<file path="config.mk">
export PLATFORM = sky130hd
export DESIGN_NAME = ffm_mask_gen
export DESIGN_NICKNAME = d
export VERILOG_FILES = /design/src/rtl/ffm_pkg.sv /design/src/rtl/ffm_prefix_or.sv /design/src/rtl/ffm_mask_core.sv /design/src/rtl/ffm_out_stage.sv /design/src/rtl/ffm_mask_gen.sv
export SDC_FILE = /design/constraint.sdc
export NUM_CORES = 1
export LEC_CHECK = 0
export ABC_AREA = 1
export BUFFER_PORTS_ARGS = -buffer_cell sky130_fd_sc_hd__buf_2
export CAP_MARGIN = 20
export CORE_MARGIN = 5
export CORE_UTILIZATION = 35
export DETAILED_ROUTE_END_ITERATION = 7
export GPL_ROUTABILITY_DRIVEN = 0
export PLACE_DENSITY = 0.61
export SLEW_MARGIN = 15
export SYNTH_ARGS = -nofsm -noshare
export SYNTH_HDL_FRONTEND = slang
export SYNTH_SLANG_ARGS = --single-unit
</file>
<file path="constraint.sdc">
create_clock -name clk -period 3.06 [get_ports clk]
set_input_delay 0.459 -clock clk [delete_from_list [all_inputs] [get_ports clk]]
set_output_delay 0.459 -clock clk [all_outputs]
set_load 0.01 [all_outputs]
</file>
<file path="src/rtl/ffm_pkg.sv">
package ffm_pkg;
  typedef enum logic [1:0] {
    FFM_BEFORE = 2'b00,
    FFM_INCL   = 2'b01,
    FFM_ONLY   = 2'b10,
    FFM_RSVD   = 2'b11
  } ffm_mode_e;
endpackage

</file>
<file path="src/rtl/ffm_prefix_or.sv">
// Log-depth inclusive prefix-OR, plus the exclusive form shifted up by one.
module ffm_prefix_or #(
  parameter int W = 64
) (
  input  logic [W-1:0] din,
  output logic [W-1:0] incl,
  output logic [W-1:0] excl
);
  localparam int LG = (W > 1) ? $clog2(W) : 1;

  logic [W-1:0] lvl [0:LG];

  assign lvl[0] = din;

  for (genvar s = 0; s < LG; s++) begin : g_stage
    localparam int DIST = 1 << s;
    for (genvar i = 0; i < W; i++) begin : g_bit
      if (i >= DIST) begin : g_or
        assign lvl[s+1][i] = lvl[s][i] | lvl[s][i-DIST];
      end else begin : g_pass
        assign lvl[s+1][i] = lvl[s][i];
      end
    end
  end

  assign incl = lvl[LG];
  assign excl = {incl[W-2:0], 1'b0};
endmodule

</file>
<file path="src/rtl/ffm_mask_core.sv">
// Combinational mask composition for the three find-first variants.
module ffm_mask_core
  import ffm_pkg::*;
#(
  parameter int W = 64
) (
  input  logic [W-1:0] src,
  input  logic [W-1:0] act,
  input  logic [W-1:0] prev,
  input  ffm_mode_e    mode,
  output logic [W-1:0] mask
);
  logic [W-1:0] hits;
  logic [W-1:0] seen_incl;
  logic [W-1:0] seen_excl;
  logic [W-1:0] sel;

  assign hits = src & act;

  ffm_prefix_or #(.W(W)) u_scan (
    .din  (hits),
    .incl (seen_incl),
    .excl (seen_excl)
  );

  always_comb begin
    unique case (mode)
      FFM_BEFORE: sel = ~seen_incl;
      FFM_INCL:   sel = ~seen_excl;
      FFM_ONLY:   sel = seen_incl & ~seen_excl;
      default:    sel = '0;
    endcase
  end

  always_comb begin
    if (mode == FFM_RSVD) mask = '0;
    else                  mask = (act & sel) | (~act & prev);
  end
endmodule

</file>
<file path="src/rtl/ffm_out_stage.sv">
// Single register slice with valid/ready on both sides.
module ffm_out_stage #(
  parameter int W = 64
) (
  input  logic         clk,
  input  logic         rst_n,
  input  logic         in_valid,
  output logic         in_ready,
  input  logic [W-1:0] in_data,
  output logic         out_valid,
  input  logic         out_ready,
  output logic [W-1:0] out_data
);
  logic take;

  assign in_ready = ~out_valid | out_ready;
  assign take     = in_valid & in_ready;

  always_ff @(posedge clk or negedge rst_n) begin
    if (!rst_n) begin
      out_valid <= 1'b0;
      out_data  <= '0;
    end else begin
      if (in_ready) out_valid <= in_valid;
      if (take)     out_data  <= in_data;
    end
  end
endmodule

</file>
<file path="src/rtl/ffm_mask_gen.sv">
module ffm_mask_gen
  import ffm_pkg::*;
#(
  parameter int XLEN = 64
) (
  input  logic            clk,
  input  logic            rst_n,
  input  logic            in_valid,
  output logic            in_ready,
  input  logic [XLEN-1:0] in_src,
  input  logic [XLEN-1:0] in_pred,
  input  logic            in_pred_en,
  input  logic [XLEN-1:0] in_prev,
  input  logic [1:0]      in_mode,
  output logic            out_valid,
  input  logic            out_ready,
  output logic [XLEN-1:0] out_mask
);
  logic [XLEN-1:0] act;
  logic [XLEN-1:0] comb_mask;

  assign act = in_pred_en ? in_pred : '1;

  ffm_mask_core #(.W(XLEN)) u_core (
    .src  (in_src),
    .act  (act),
    .prev (in_prev),
    .mode (ffm_mode_e'(in_mode)),
    .mask (comb_mask)
  );

  ffm_out_stage #(.W(XLEN)) u_stage (
    .clk       (clk),
    .rst_n     (rst_n),
    .in_valid  (in_valid),
    .in_ready  (in_ready),
    .in_data   (comb_mask),
    .out_valid (out_valid),
    .out_ready (out_ready),
    .out_data  (out_mask)
  );
endmodule

</file>
==> impl_metrics.ini <==
[clock_network]
numCtsBuffers = 9
clk_latency_ps = 350
cts_tree = built
cts_resized = 0
clkTransAtPathRegs_ps = 60
cts_root_buf = clkbuf_16
holdBufCountCts = 0
clockBufferDepth = 2
htreeDepth = 3
clkSinkCount = 65
cts_setup_buffers = 0

[placement]
dpl-instance-area_um2 = 7830
numPortBuffers = 264
post-dp-hpwl_um = 21200
dp.cells = 1649

[route]
drt_iter0_drc = 679
vias = 8184
vias_per_cell = 4.91
wl_um = 26600
drcViolationCount = 0
drt_pass1_iterations = 7
antenna_left = 0
wl_per_cell_um = 16.0

[setup_path]
crit_top_cell = nand2_1
worstPathRequired_ps = 3300
cp_top_family = simple AND/OR/NAND/NOR gates
arrival_ps = 2640
crit_slowest_cell = buf_12
cp-end-kind = flip-flop
critPathLaunchType = input port
r2r-start = u_stage.out_valid
worst-path-max-fanout = 64
reg2reg_depth = 8
reg2reg_to = u_stage.out_data[13]
cp_cell_sequence = buf_2 -> buf_12 -> nand2_1 -> nand2_1 -> nand2_1 -> nor2_4 -> nand2_1 -> nor2_4 -> nand2_1 -> nor2_1 -> o21ai_0 -> nand2_1 -> nand2_1 -> nand2_1 -> nand2_1
path_buf_inv = 2
cpPeakStageDelay_ps = 270
critPathKind = in2reg
ff2ff_setup_slack_ps = 1280

[synth]
synth_area_leader_cell = nand2_1
async_flop_share_pct = 100
avgSynthCellArea_um2 = 5.33
yosysMostFrequentCell = nand2_1
synthCells = 1182
synthTopCellsByArea = nand2_1 33%, dfrtp_1 26%, nor2_1 13%
synth_nets = 1381
syn_area_um2 = 6300
ys_top_cells_by_count = 562 x nand2_1, 216 x nor2_1, 109 x inv_1, 83 x o21ai_0, 65 x dfrtp_1
ys_seq_elements = 65
synth_cell_type_count = 32
synth_seq_area_share_pct = 25.8
ys_warn_count = 0
ys.flop_type = dfrtp_1
synth_top_area_share_pct = 33.5
synth-edff-count = 0

[sta]
worst_pin_slew_ps = 844
setup_viol = 0
finClkSkew_ps = 6.23
maxSlewHeadroom_pct = 43.8
setup_tns_ps = 0
period_needed_ps = 2400
drv_slew = 0
rsz0062_at_grt = no
post-route-period-util_pct = 78.5
hold_viol = 0
clock.fmax_mhz = 416

[floorplanning]
die_area_um2 = 20800
start_util_pct = 35.3
ios = 265
core.rowCount = 49
core_area_um2 = 17800
die_y_um = 144
die_w_um = 144

[cells_and_area]
drive_above_1_share_pct = 22.0
nets = 1630
layout.cells.non_filler = 1666
area_delta_synth_final_pct = 29.6
stdcell_area_um2 = 8160

[hold_path]
hold_class = in2async

[power]
ir_worst_vdd_v = 0.000252
p_leak_uw = 0.00486
p_per_area_nw_per_um2 = 369

[global_routing]
globalRouteTotalUtil_pct = 25.2
grt_max_degree = 66
grt_pass1_wl_um = 41400
grt-ovfl-total = 0
antenna_found_initial = 1
grt_pass1_vias = 8026

[status]
outcome = complete, no violations

[job]
maxCapViolCount = 0
[final cells by class]
class / instances / area (µm²)
tap: 229 / 287
timing repair buffer: 275 / 1430
inverter: 111 / 417
multi-input combinational: 969 / 4070
antenna: 1 / 2.50
fill: 2031 / 9680
clock inverter: 5 / 77.6
sequential: 65 / 1630
clock buffer: 11 / 253
[report_power, final]
group | switching, µW | internal, µW
Clock | 416 | 755
Combinational | 532 | 313
Sequential | 48.2 | 946
[logic make-up (layout without fill, tap and decap cells)]
logic type,Yosys count,in the layout,share of synthesized area (%)
and+or+nand+nor,820,820,50.6
DFF,65,65,25.8
other,0,1,0
buffers and inverters,148,402,9.76
AOI/OAI and AO/OA,149,149,13.8
[layer usage]
metal  up-vias  routed length [µm]  GRT usage (%)
met1      3652               11700           35.0
met4         0                 698           9.47
met2       360               12000           39.9
met5         -                   0              0
li1       4127                   -              -
met3        45                2260           3.57
[metrics by stage]
| stage | hold slack [ps] | setup WS [ps] | util, % | total power (µW) |
|---|---|---|---|---|
| 5_1_grt | 273 | 373 | 45.7 | 3170 |
| 4_1_cts | 229 | 697 | 45.7 | 3030 |
| 6_report | 207 | 657 | 45.7 | 3010 |
| 2_1_floorplan | 163 | 1140 | - | 1470 |
| 3_3_place_gp | 458 | 367 | 43.9 | 1850 |
| 3_5_place_dp | 462 | 335 | 43.9 | 1850 |
[sequential cells by signal, indices dropped and copies added (netlist names)]
register,cells
u_stage.out_data,64
u_stage.out_valid,1
[cells in the final DEF (no fill, tap or decap), types with 2 or more instances in the layout]
| cell type | netlist | layout |
|---|---|---|
| o221ai_1 | 3 | 3 |
| a21oi_1 | 17 | 17 |
| buf_12 | 1 | 2 |
| bufinv_16 | 0 | 2 |
| nand2_2 | 8 | 9 |
| nand4_1 | 2 | 2 |
| nor2_2 | 5 | 6 |
| buf_2 | 1 | 264 |
| inv_1 | 109 | 109 |
| clkbuf_16 | 0 | 9 |
| clkinv_2 | 0 | 2 |
| o21ai_0 | 83 | 83 |
| nand2_1 | 562 | 561 |
| o21bai_1 | 3 | 3 |
| a21boi_0 | 31 | 31 |
| clkbuf_8 | 0 | 2 |
| and2_1 | 3 | 3 |
| buf_4 | 2 | 9 |
| nand3_1 | 16 | 16 |
| dfrtp_1 | 65 | 65 |
| o211ai_1 | 6 | 6 |
| inv_2 | 2 | 2 |
| o21ai_1 | 2 | 2 |
| nor2_1 | 216 | 214 |
| nor2_4 | 5 | 6 |
[how the worst max path moves through the flow]
stage	startpoint	end	slack, ps	cells past startpoint
floorplan	in_pred_en	u_stage.out_data[43]	1140	16
global placement	in_pred_en	u_stage.out_data[44]	370	15
detailed placement	in_pred_en	u_stage.out_data[40]	330	15
CTS	in_pred_en	u_stage.out_data[40]	700	15
global route	in_pred_en	u_stage.out_data[40]	370	15
finish	in_pred_en	u_stage.out_data[44]	660	15
[worst reg2reg max path: stages (launching register included)]
cell,delay [ps]
dfrtp_1,380
nand2_1,110
nand2_2,90
inv_1,80
nand2_1,60
inv_1,480
o21ai_0,190
a31o_2,260
nand2_1,70
No activity file was read; power rests on OpenSTA's default activity.
